[src/rtl/saud_rx_pkg.sv]
package saud_rx_pkg;

   localparam int LONG_W  = 18;
   localparam int SHORT_W = 16;

   typedef struct packed {
      logic i2s;   // 1: word starts one bit after word-select change
      logic wide;  // 1: 18-bit sample, 0: 16-bit sample
   } fmt_t;

   // Format code: bit 2 picks alignment, code 11 in bits 1..0 picks 18 bits.
   function automatic fmt_t decode_fmt(input logic [2:0] code);
      fmt_t f;
      f.i2s  = code[2];
      f.wide = (code[1:0] == 2'b11);
      return f;
   endfunction

endpackage

[src/rtl/saud_rx_sync.sv]
module saud_rx_sync #(
   parameter int W      = 1,
   parameter int STAGES = 2
) (
   input  logic         clk,
   input  logic         rst_n,
   input  logic [W-1:0] d_i,
   output logic [W-1:0] q_o
);

   if (STAGES < 2) begin : g_bad_stages
      $error("saud_rx_sync: STAGES must be at least 2");
   end

   for (genvar b = 0; b < W; b++) begin : g_bit
      logic [STAGES-1:0] chain_q;
      always_ff @(posedge clk or negedge rst_n) begin
         if (!rst_n) chain_q <= '0;
         else        chain_q <= {chain_q[STAGES-2:0], d_i[b]};
      end
      assign q_o[b] = chain_q[STAGES-1];
   end

endmodule

[src/rtl/saud_rx_edge.sv]
module saud_rx_edge (
   input  logic clk,
   input  logic rst_n,
   input  logic bck_s_i,
   input  logic edge_sel_i,
   output logic act_o
);

   logic bck_q;

   always_ff @(posedge clk or negedge rst_n) begin
      if (!rst_n) bck_q <= 1'b0;
      else        bck_q <= bck_s_i;
   end

   logic rise, fall;
   assign rise  =  bck_s_i & ~bck_q;
   assign fall  = ~bck_s_i &  bck_q;
   assign act_o = edge_sel_i ? fall : rise;

   // an active edge lasts exactly one system cycle
   a_r3_edge_pulse: assert property (@(posedge clk) disable iff (!rst_n)
      act_o |=> !act_o);

endmodule

[src/rtl/saud_rx_slot.sv]
module saud_rx_slot
   import saud_rx_pkg::*;
#(
   parameter int OUT_W = 18,
   parameter int CNT_W = 6
) (
   input  logic             clk,
   input  logic             rst_n,
   input  logic             act_i,
   input  logic             ws_i,
   input  logic             sd_i,
   input  logic             i2s_i,
   input  logic             wide_i,
   output logic             done_o,
   output logic             done_left_o,
   output logic [OUT_W-1:0] word_o
);

   localparam logic [CNT_W-1:0] LIM_LONG  = CNT_W'(LONG_W);
   localparam logic [CNT_W-1:0] LIM_SHORT = CNT_W'(SHORT_W);
   localparam int               PAD_LONG  = OUT_W - LONG_W;
   localparam int               PAD_SHORT = OUT_W - SHORT_W;

   logic              ws_prev_q;
   logic              tag_q;
   logic [1:0]        prime_q;
   logic              synced_q;
   logic [LONG_W-1:0] sh_q;
   logic [CNT_W-1:0]  cnt_q;
   logic              done_q;
   logic              dleft_q;
   logic [OUT_W-1:0]  word_q;

   // Channel tag of the bit sampled now (1 = left).
   logic tag_now;
   assign tag_now = i2s_i ? ~ws_prev_q : ws_i;

   logic boundary;
   assign boundary = prime_q[1] & (tag_now != tag_q);

   logic [CNT_W-1:0] limit;
   assign limit = wide_i ? LIM_LONG : LIM_SHORT;

   logic may_shift;
   assign may_shift = !i2s_i || (cnt_q < limit);

   logic [OUT_W-1:0] word_fmt;
   always_comb begin
      if (wide_i) word_fmt = OUT_W'(sh_q) << PAD_LONG;
      else        word_fmt = OUT_W'(sh_q[SHORT_W-1:0]) << PAD_SHORT;
   end

   always_ff @(posedge clk or negedge rst_n) begin
      if (!rst_n) begin
         ws_prev_q <= 1'b0;
         tag_q     <= 1'b0;
         prime_q   <= '0;
         synced_q  <= 1'b0;
         sh_q      <= '0;
         cnt_q     <= '0;
         done_q    <= 1'b0;
         dleft_q   <= 1'b0;
         word_q    <= '0;
      end else begin
         done_q <= 1'b0;
         if (act_i) begin
            ws_prev_q <= ws_i;
            tag_q     <= tag_now;
            prime_q   <= {prime_q[0], 1'b1};
            if (boundary) begin
               synced_q <= 1'b1;
               if (synced_q) begin
                  done_q  <= 1'b1;
                  dleft_q <= tag_q;
                  word_q  <= word_fmt;
               end
               sh_q  <= {{(LONG_W-1){1'b0}}, sd_i};
               cnt_q <= CNT_W'(1);
            end else begin
               if (may_shift) sh_q <= {sh_q[LONG_W-2:0], sd_i};
               if (!(&cnt_q)) cnt_q <= cnt_q + 1'b1;
            end
         end
      end
   end

   assign done_o      = done_q;
   assign done_left_o = dleft_q;
   assign word_o      = word_q;

   // a word completes only on an active bit-clock edge
   a_r3_done_on_edge: assert property (@(posedge clk) disable iff (!rst_n)
      done_o |-> $past(act_i));

endmodule

[src/rtl/saud_rx.sv]
module saud_rx
   import saud_rx_pkg::*;
#(
   parameter int SYNC_STAGES = 2,
   parameter int OUT_W       = 18,
   parameter int CNT_W       = 6
) (
   input  logic             clk,
   input  logic             rst_n,
   input  logic             bck_i,
   input  logic             ws_i,
   input  logic             sd_i,
   input  logic [2:0]       mode_i,
   input  logic             edge_sel_i,
   output logic [OUT_W-1:0] left_o,
   output logic [OUT_W-1:0] right_o,
   output logic             valid_o
);

   if (OUT_W < LONG_W) begin : g_bad_out
      $error("saud_rx: OUT_W must hold an 18-bit sample");
   end
   if ((1 << CNT_W) <= 32) begin : g_bad_cnt
      $error("saud_rx: CNT_W too small for a 32-bit slot");
   end

   fmt_t fmt;
   assign fmt = decode_fmt(mode_i);

   logic [2:0] raw_lines, sync_lines;
   assign raw_lines = {bck_i, ws_i, sd_i};

   saud_rx_sync #(.W(3), .STAGES(SYNC_STAGES)) u_sync (
      .clk   (clk),
      .rst_n (rst_n),
      .d_i   (raw_lines),
      .q_o   (sync_lines)
   );

   logic act;
   saud_rx_edge u_edge (
      .clk        (clk),
      .rst_n      (rst_n),
      .bck_s_i    (sync_lines[2]),
      .edge_sel_i (edge_sel_i),
      .act_o      (act)
   );

   logic             done, done_left;
   logic [OUT_W-1:0] word;
   saud_rx_slot #(.OUT_W(OUT_W), .CNT_W(CNT_W)) u_slot (
      .clk         (clk),
      .rst_n       (rst_n),
      .act_i       (act),
      .ws_i        (sync_lines[1]),
      .sd_i        (sync_lines[0]),
      .i2s_i       (fmt.i2s),
      .wide_i      (fmt.wide),
      .done_o      (done),
      .done_left_o (done_left),
      .word_o      (word)
   );

   // Frame pairing: hold the left word until its right partner completes.
   logic [OUT_W-1:0] left_hold_q;
   logic             have_left_q;
   logic [OUT_W-1:0] left_q, right_q;
   logic             valid_q;

   always_ff @(posedge clk or negedge rst_n) begin
      if (!rst_n) begin
         left_hold_q <= '0;
         have_left_q <= 1'b0;
         left_q      <= '0;
         right_q     <= '0;
         valid_q     <= 1'b0;
      end else begin
         valid_q <= 1'b0;
         if (done) begin
            if (done_left) begin
               left_hold_q <= word;
               have_left_q <= 1'b1;
            end else begin
               have_left_q <= 1'b0;
               if (have_left_q) begin
                  left_q  <= left_hold_q;
                  right_q <= word;
                  valid_q <= 1'b1;
               end
            end
         end
      end
   end

   assign left_o  = left_q;
   assign right_o = right_q;
   assign valid_o = valid_q;

   // strobe is a single cycle
   a_r8_valid_pulse: assert property (@(posedge clk) disable iff (!rst_n)
      valid_o |=> !valid_o);

   // samples move only together with the strobe
   a_r8_out_hold: assert property (@(posedge clk) disable iff (!rst_n)
      (!$stable(left_o) || !$stable(right_o)) |-> valid_o);

endmodule

[config.mk]
export PLATFORM = sky130hd
export DESIGN_NAME = saud_rx
export DESIGN_NICKNAME = d
export VERILOG_FILES = /design/src/rtl/saud_rx_pkg.sv /design/src/rtl/saud_rx_sync.sv /design/src/rtl/saud_rx_edge.sv /design/src/rtl/saud_rx_slot.sv /design/src/rtl/saud_rx.sv
export SDC_FILE = /design/constraint.sdc
export NUM_CORES = 1
export LEC_CHECK = 0
export CORE_AREA = 2 2 112 114
export CTS_BUF_LIST = sky130_fd_sc_hd__clkbuf_4
export DETAILED_ROUTE_END_ITERATION = 10
export DIE_AREA = 0 0 114 116
export RECOVER_POWER = 50
export SLEW_MARGIN = 10
export SYNTH_ARGS = -nofsm -noshare
export SYNTH_HDL_FRONTEND = slang
export SYNTH_HIERARCHICAL = 1
export SYNTH_SLANG_ARGS = --single-unit
[constraint.sdc]
create_clock -name clk -period 1.5 [get_ports clk]
set_input_delay 0.375 -clock clk [delete_from_list [all_inputs] [get_ports clk]]
set_output_delay 0.375 -clock clk [all_outputs]
set_load 0.02 [all_outputs]
==> flow_summary.ini, run 1 <==
[logic_synthesis]
yosysTopAreaCell = dfrtp_1
ys_types = 40
synth_flop_cell = dfrtp_1
syn_avg_cell_area_um2 = 13.29
synthTopCellsByArea = dfrtp_1 (60%), mux2_4 (9.3%), mux2_2 (7.0%)
yosys.area.top_type_share_pct = 59.89
yosys_warnings = 6
synth_cells = 352
synth_nets = 362
synthArstFlopShare_pct = 100.0
seq_area_frac_synth_pct = 59.89
synth_edf_count = 0
synth_seq_cells = 112
syn_area_mm2 = 0.004679

[placed_design]
port_buffers = 45
dp.cells = 551
place.gp.congestion = 0.7553
dp_hpwl_mm = 5.583
place_ws_ps = -522.8
post_dp_cell_area_mm2 = 0.005488

[status]
violations = setup timing
status = finished, violations left

[finish]
layout.nets = 460
area_growth_syn_to_layout_pct = 25.51
drive_above_1_share_pct = 48.57
final_cell_mix = dfrtp_1 (112), nand2_1 (54), buf_4 (43)
n_antenna_cell = 0
fill_cells = 1081
final_common_cell = dfrtp_1
instances_no_fill = 602
fin_area_mm2 = 0.005873

[clock_network]
cts_tree = yes
path_clk_slew_ps = 160
root_buffer = clkbuf_4
numClockSinks = 112
htree_num_levels = 3
cts_buffers = 9
insertion_delay_ps = 480
clockBufferDepth = 2

[power]
power.leakage_nw = 2.936
peakVddDrop_v = 0.0005719
power_density_mw_per_mm2 = 1088
p_total_mw = 6.390

[routing]
wl_met2_mm = 3.940
via_count = 2913
ant_nets = 0
drc = 0
vias_per_cell = 4.839
wl_mm = 8.533
drt_iter0_markers = 138
top_layer = met4
dr_wl_met3_um = 318
dr.pass1.iters = 4
drt-wirelength-per-cell_um = 14.17
wl_met1_mm = 4.195

[floorplanning]
core.rowCount = 40
coreArea_mm2 = 0.01191
io_pins = 46
fp.dieH_um = 116
initial_core_util_pct = 39.29
die_area_mm2 = 0.01322
die_w_um = 114

[worst_setup_path]
crit_chain = nand2b_4, o21ai_4, and4bb_2, or2_4, nor2_2, a22o_1
crit_slowest_cell = dfrtp_1
slowest_delay_ps = 420
path_buf_inv = 0
startpoint = u_edge/bck_q$_DFF_PN0_
startpoint_type = flop
cp_data_required_time_ps = 1870
arrival_ps = 1970
crit_type = reg2reg
crit_fanout = 4
rrSetupSlack_ps = -100
reg2reg_from = u_edge/bck_q$_DFF_PN0_
cp_top_family = simple AND/OR/NAND/NOR gates
endpoint_kind = flop

[timing]
setup_violations = 38
period_minus_slack_ps = 1604
maxSlewViolCount = 0
skew_ps = 17.07
max_freq_mhz = 623.6
hold_viol = 0
rsz0062_at_grt = true
fin_crit_sh_pct = 106.9
max_slew_margin_pct = 61.65
worst_pin_slew_ps = 575.3
fin_tns_setup_ps = -2396
setup_ws_ps = -103.7

[global_routing]
antenna_found_initial = 0
grt_max_degree = 38
overflow = 0
grt_pass1_vias = 2818
grt.total_usage_pct = 13.49
grt_first_pass_wirelength_mm = 14.08

[min_path]
hold_class = reg2reg
min_from = u_sync/g_bit[2].chain_q[0]$_DFF_PN0_

[run]
drv_cap = 0
## Yosys cell counts, types with 3 or more instances
library cell and instances:
a21oi_1 13, a21oi_2 9, buf_12 3, buf_2 6, buf_4 4, buf_6 4, clkbuf_1 3, dfrtp_1 112
inv_1 4, mux2_2 29, mux2_4 29, mux2i_1 17, nand2_1 62, nand3_1 4, nor2_1 4, o21ai_0 18
## cell type report
type                    count  area (µm²)  area share, %
repair buffers            107       902.1          15.36
flip-flops and latches    112        2803          47.72
well taps                 147       183.9          3.132
clock buffers               9       67.56          1.150
clock inverters             7       66.31          1.129
multi-input cells         216        1836          31.25
inverters                   4       15.01         0.2556
## registers in the layout (all words and copies together) (netlist names), 2 cells and up
register	flops
left_hold_q	18
left_o	18
right_o	18
u_slot/sh_q	18
u_slot/word_o	18
u_slot/cnt_q	6
u_sync/g_bit.chain_q	6
u_slot/prime_q	2
## where the power goes
part | internal, mW | switching, mW
registers | 3.35 | 0.269
clock network | 0.379 | 1.04
logic | 0.727 | 0.631
## path summary, 6_finish.rpt
kind,to,depth (start not counted)
worst min-delay path,u_sync/g_bit[2].chain_q[1]$_DFF_PN0_,0
max in group asynchronous,right_o[1]$_DFFE_PN0P_,3
worst min register to register,u_sync/g_bit[2].chain_q[1]$_DFF_PN0_,0
worst max-delay path,u_slot/cnt_q[1]$_DFFE_PN0P_,6
min in group asynchronous,left_hold_q[4]$_DFFE_PN0P_,2
worst max register to register,u_slot/cnt_q[1]$_DFFE_PN0P_,6
## stage by stage
step,util (%),hold WS (ps)
floorplan,-,79.41
global placement,46.07,299.0
detailed placement,46.07,299.3
CTS,47.85,289.0
global route,49.31,380.5
finish,49.31,369.2
## metal layers
layer / vias to the layer above / global-route usage (%)
met4: 0 / 3.659
met5: - / 0
met1: 1448 / 19.26
met3: 5 / 3.870
met2: 45 / 20.28
li1: 1415 / -
## cells by family (layout without fill, tap and decap cells)
family	count (synthesis)	count (layout)	synth area share [%]
fa+ha+maj	1	1	0.2673
simple gates	87	87	8.529
xor+xnor	1	1	0.1872
mux	75	75	19.92
compound gates	52	52	7.113
buf+inv	24	127	4.091
flops	112	112	59.89
## repair_timing
action,CTS,global route
resized for setup,157,30
setup endpoints to repair,77,52
pin swaps,4,3
hold buffers,1,0
gates cloned,0,2
endpoints found under the hold margin,17,0
buffers inserted,28,5
Note: power is estimated with default switching activity, not from simulation.
==> run 2, diff against run 1 <==
CAP_MARGIN = 5   (was unset)
CORE_AREA = 2 2 133 96   (was 2 2 112 114)
DIE_AREA = 0 0 135 98   (was 0 0 114 116)
==> run 2 against run 1 <==
  * The flow still finishes with violations (setup timing)
  * Flip-flop and latch count did not move
  * Via count fell by 0.96%
  * Highest routed layer unchanged
  * Worst hold slack got worse by 22 ps
  * Critical path depth rose by 1
  * Critical endpoint is now u_slot/word_o[0]$_DFFE_PN0P_
  * Sequential share of layout area rose by 1.0 points
  * Core utilization fell by 1.7 points
==> flow_summary.ini, run 2 (same netlist as run 1, synthesis figures left out) <==
[status]
status = finished, violations left
violations = setup timing

[power]
peakVddDrop_v = 0.0005135
power.leakage_nw = 2.909
power_density_mw_per_mm2 = 1089

[clock_network]
htree_num_levels = 3
insertion_delay_ps = 450
root_buffer = clkbuf_4
cts_tree = yes
path_clk_slew_ps = 170
cts_buffers = 9
numClockSinks = 112
clockBufferDepth = 2

[floorplanning]
coreArea_mm2 = 0.01208
fp.dieH_um = 98
die_area_mm2 = 0.01323
io_pins = 46
initial_core_util_pct = 38.73
die_w_um = 135
core.rowCount = 34

[timing]
skew_ps = 13.67
maxSlewViolCount = 0
rsz0062_at_grt = true
max_slew_margin_pct = 64.70
fin_tns_setup_ps = -2390
setup_violations = 38
setup_ws_ps = -74.93
whs_ps = 347.1
period_minus_slack_ps = 1575
max_freq_mhz = 634.9
fin_crit_sh_pct = 105.0
worst_pin_slew_ps = 529.5
hold_viol = 0

[global_routing]
antenna_found_initial = 0
grt_first_pass_wirelength_mm = 14.55
grt_pass1_vias = 2852
grt.total_usage_pct = 13.83
grt_max_degree = 38
overflow = 0

[worst_setup_path]
crit_chain = nand3b_1, o21ai_4, and4bb_2, o21ai_4, buf_12, nand2_1, o21ai_1
endpoint_kind = flop
cp_data_required_time_ps = 1850
crit_fanout = 37
cp_common_cell = o21ai_4
crit_slowest_cell = dfrtp_1
crit_type = reg2reg
slowest_delay_ps = 450
startpoint_type = flop
arrival_ps = 1920

[routing]
drc = 0
dr.pass1.iters = 4
drt_iter0_markers = 108
via_count = 2885
vias_per_cell = 4.683
wl_mm = 8.519
drt-wirelength-per-cell_um = 13.83
ant_nets = 0

[placed_design]
place.gp.congestion = 0.7572
dp_hpwl_mm = 5.774
port_buffers = 45
dp.cells = 567

[finish]
final_cell_mix = dfrtp_1 (111), nand2_1 (54), buf_4 (49)
instances_no_fill = 616
fill_cells = 1103
final_common_cell = dfrtp_1
drive_above_1_share_pct = 47.80
area_growth_syn_to_layout_pct = 22.99
layout.nets = 460
n_antenna_cell = 0

[run]
drv_cap = 0

[min_path]
hold_class = in2async
## run 2: repair_timing
item | CTS | global route
buffers inserted | 28 | 6
endpoints found under the hold margin | 112 | 0
pin swaps | 4 | 3
gates resized for setup | 164 | 10
hold buffers | 1 | 0
setup endpoints to repair | 80 | 47
## run 2: critical path, delay by kind of cell (launching register included)
kind            cells  cell delay [ps]
compound gates      3              250
buf+inv             1              170
flops               1              450
simple gates        3              610
## run 2: report_power, final
group / switching [mW] / total, mW / leakage [nW] / internal [mW]
Sequential: 0.265 / 3.61 / 1.51 / 3.35
Combinational: 0.627 / 1.31 / 1.33 / 0.686
Clock: 0.981 / 1.34 / 0.0698 / 0.363
Total: 1.87 / 6.27 / 2.91 / 4.40
## run 2: area by class of cell
cell class / count / area [µm²] / area share (%)
flip-flops and latches: 112 / 2804 / 48.72
multi-input cells: 216 / 1817 / 31.57
repair buffers: 107 / 795.8 / 13.83
well taps: 162 / 202.7 / 3.522
clock buffers: 9 / 67.56 / 1.174
clock inverters: 6 / 53.80 / 0.9348
inverters: 4 / 15.01 / 0.2609
## run 2: through the flow
stage / area, µm² / worst slack (ps) / power [mW] / utilization, %
2_1_floorplan: 4762 / -121.3 / 4.388 / -
3_3_place_gp: 5489 / -477.7 / 4.878 / 45.43
3_5_place_dp: 5489 / -510.6 / 4.925 / 45.43
4_1_cts: 5713 / -78.46 / 6.341 / 47.29
5_1_grt: 5756 / -203.8 / 6.652 / 47.64
6_report: 5756 / -74.93 / 6.270 / 47.64
## run 2: metal layers
layer  vias to the layer above  wire length, µm  GRT usage (%)
met5                         -                0              0
met4                         0               57          3.125
met3                         8              360          4.154
met2                        52             3601          19.95
met1                      1415             4499          20.59
li1                       1410                -              -
## run 2: path summary, 6_finish.rpt
| kind | cells after the start | slack (ps) | to | startpoint |
|---|---|---|---|---|
| worst min register to register | 0 | 370 | u_sync/g_bit[2].chain_q[1]$_DFF_PN0_ | u_sync/g_bit[2].chain_q[0]$_DFF_PN0_ |
| worst max register to register | 7 | -70 | u_slot/word_o[0]$_DFFE_PN0P_ | u_sync/g_bit[2].chain_q[1]$_DFF_PN0_ |
| worst max-delay path | 7 | -70 | u_slot/word_o[0]$_DFFE_PN0P_ | u_sync/g_bit[2].chain_q[1]$_DFF_PN0_ |
| worst min-delay path | 2 | 350 | left_o[2]$_DFFE_PN0P_ | rst_n |
| min in group clk | 0 | 370 | u_sync/g_bit[2].chain_q[1]$_DFF_PN0_ | u_sync/g_bit[2].chain_q[0]$_DFF_PN0_ |
| max in group asynchronous | 3 | 230 | u_slot/sh_q[10]$_DFFE_PN0P_ | rst_n |
==> run 3, diff against run 2 <==
RECOVER_POWER = 100   (was 50)
clock period = 2 ns   (was 1.5 ns; I/O delays follow)
==> run 3 against run 2 <==
  * Non-clock buffer count is 46 lower
  * First-iteration DRC count up 36%
  * Critical path depth shrank 6
  * Largest power group unchanged
  * Global-route usage down 0.83 points
  * Register-to-register slack improved by 310 ps
  * The run now ends clean
  * Power fell by 28%
  * Combinational power fell by 46%
==> flow_summary.ini, run 3 (same netlist as run 1, synthesis figures left out) <==
[routing]
drt_iter0_markers = 147
wl_mm = 8.089
drt-wirelength-per-cell_um = 14.17
via_count = 2678
ant_nets = 0
dr.pass1.iters = 4
drc = 0
vias_per_cell = 4.690

[power]
power.leakage_nw = 2.513
peakVddDrop_v = 0.0004530
power_density_mw_per_mm2 = 863.5

[finish]
final_common_cell = dfrtp_1
fill_cells = 1208
area_growth_syn_to_layout_pct = 11.02
fin_util_pct = 43.00
final_cell_mix = dfrtp_1 (112), nand2_1 (63), mux2_2 (29)
layout.nets = 414
drive_above_1_share_pct = 16.87
n_antenna_cell = 0

[global_routing]
grt_max_degree = 49
grt.total_usage_pct = 13.00
antenna_found_initial = 0
grt_first_pass_wirelength_mm = 13.59
grt_pass1_vias = 2648
overflow = 0

[worst_setup_path]
crit_type = reg2out
endpoint_kind = primary output
crit_fanout = 2
startpoint_type = flop
cp_top_family = buffers and inverters
path_buf_inv = 1
crit_chain = clkdlybuf4s50_1
arrival_ps = 1430
cp_data_required_time_ps = 1500
slowest_delay_ps = 600
crit_slowest_cell = clkdlybuf4s50_1

[clock_network]
cts_buffers = 9
postCtsSetupBuffers = 0
numClockSinks = 112
htree_num_levels = 3
cts_tree = yes
clockBufferDepth = 2
path_clk_slew_ps = 170
root_buffer = clkbuf_4
insertion_delay_ps = 460

[placed_design]
dp_hpwl_mm = 5.580
place.gp.congestion = 0.8055
port_buffers = 45

[floorplanning]
io_pins = 46
core.rowCount = 34
coreArea_mm2 = 0.01208
initial_core_util_pct = 38.73
die_w_um = 135
fp.dieH_um = 98
die_area_mm2 = 0.01323

[timing]
maxSlewViolCount = 0
skew_ps = 17.31
hold_viol = 0
rsz0062_at_grt = false
worst_pin_slew_ps = 840.5
period_minus_slack_ps = 1926
setup_violations = 0
max_freq_mhz = 519.2
fin_tns_setup_ps = 0
max_slew_margin_pct = 43.83
fin_crit_sh_pct = 96.30

[status]
status = finished, final reports clean

[min_path]
hold_class = reg2reg

[run]
drv_cap = 0
==> run 3: path summary, 6_finish.rpt <==
kind                            slack, ps  cells past startpoint                              endpoint                            startpoint
max in group asynchronous             330                      3           u_slot/cnt_q[4]$_DFFE_PN0P_                                 rst_n
worst min-delay path                  370                      0  u_sync/g_bit[2].chain_q[1]$_DFF_PN0_  u_sync/g_bit[2].chain_q[0]$_DFF_PN0_
worst max-delay path                   70                      1                            right_o[3]                right_o[3]$_DFFE_PN0P_
worst min register to register        370                      0  u_sync/g_bit[2].chain_q[1]$_DFF_PN0_  u_sync/g_bit[2].chain_q[0]$_DFF_PN0_
min in group asynchronous             540                      2                 left_o[1]$_DFFE_PN0P_                                 rst_n
worst max register to register        240                      8          u_slot/word_o[1]$_DFFE_PN0P_                u_edge/bck_q$_DFF_PN0_
==> run 3: repair_timing <==
| item | CTS | global route |
|---|---|---|
| setup endpoints to repair | 17 | 18 |
| gates resized for setup | 17 | 18 |
| hold endpoints to repair | 22 | 0 |
| hold buffers | 1 | 0 |
==> run 3: report_power, final <==
part           switching [mW]  internal [mW]  total (mW)
Combinational           0.371          0.337       0.709
Clock                   0.754          0.301        1.06
Sequential              0.213           2.51        2.72
==> run 3: final cells by class <==
cell class,count,area (µm²),area share (%)
clock inverter,6,62.56,1.204
clock buffer,10,75.07,1.445
sequential,112,2803,53.95
timing repair buffer,61,485.5,9.345
tap,162,202.7,3.902
multi-input combinational,216,1551,29.87
inverter,4,15.01,0.2890
==> run 3: layer usage <==
metal | up-vias | track usage (%) | part of all wire [%]
met5 | - | 0 | 0
met4 | 0 | 2.885 | 0.90
met3 | 8 | 3.790 | 4.4
met2 | 53 | 18.86 | 41
met1 | 1307 | 19.35 | 53
li1 | 1310 | - | -
==> run 3: through the flow <==
step | instance area, µm² | std cells | setup WS [ps] | total power [mW] | hold slack (ps)
final | 5195 | 571 | 73.95 | 4.486 | 370.3
after floorplan | 4679 | 352 | 218.4 | 3.247 | 204.4
after CTS | 5484 | 571 | 0.2973 | 4.648 | 373.1
after detailed placement | 5358 | 554 | -163.8 | 3.586 | 334.7
after global routing | 5195 | 571 | 5.445 | 4.756 | 385.2
after global placement | 5358 | 554 | -96.16 | 3.547 | 335.2
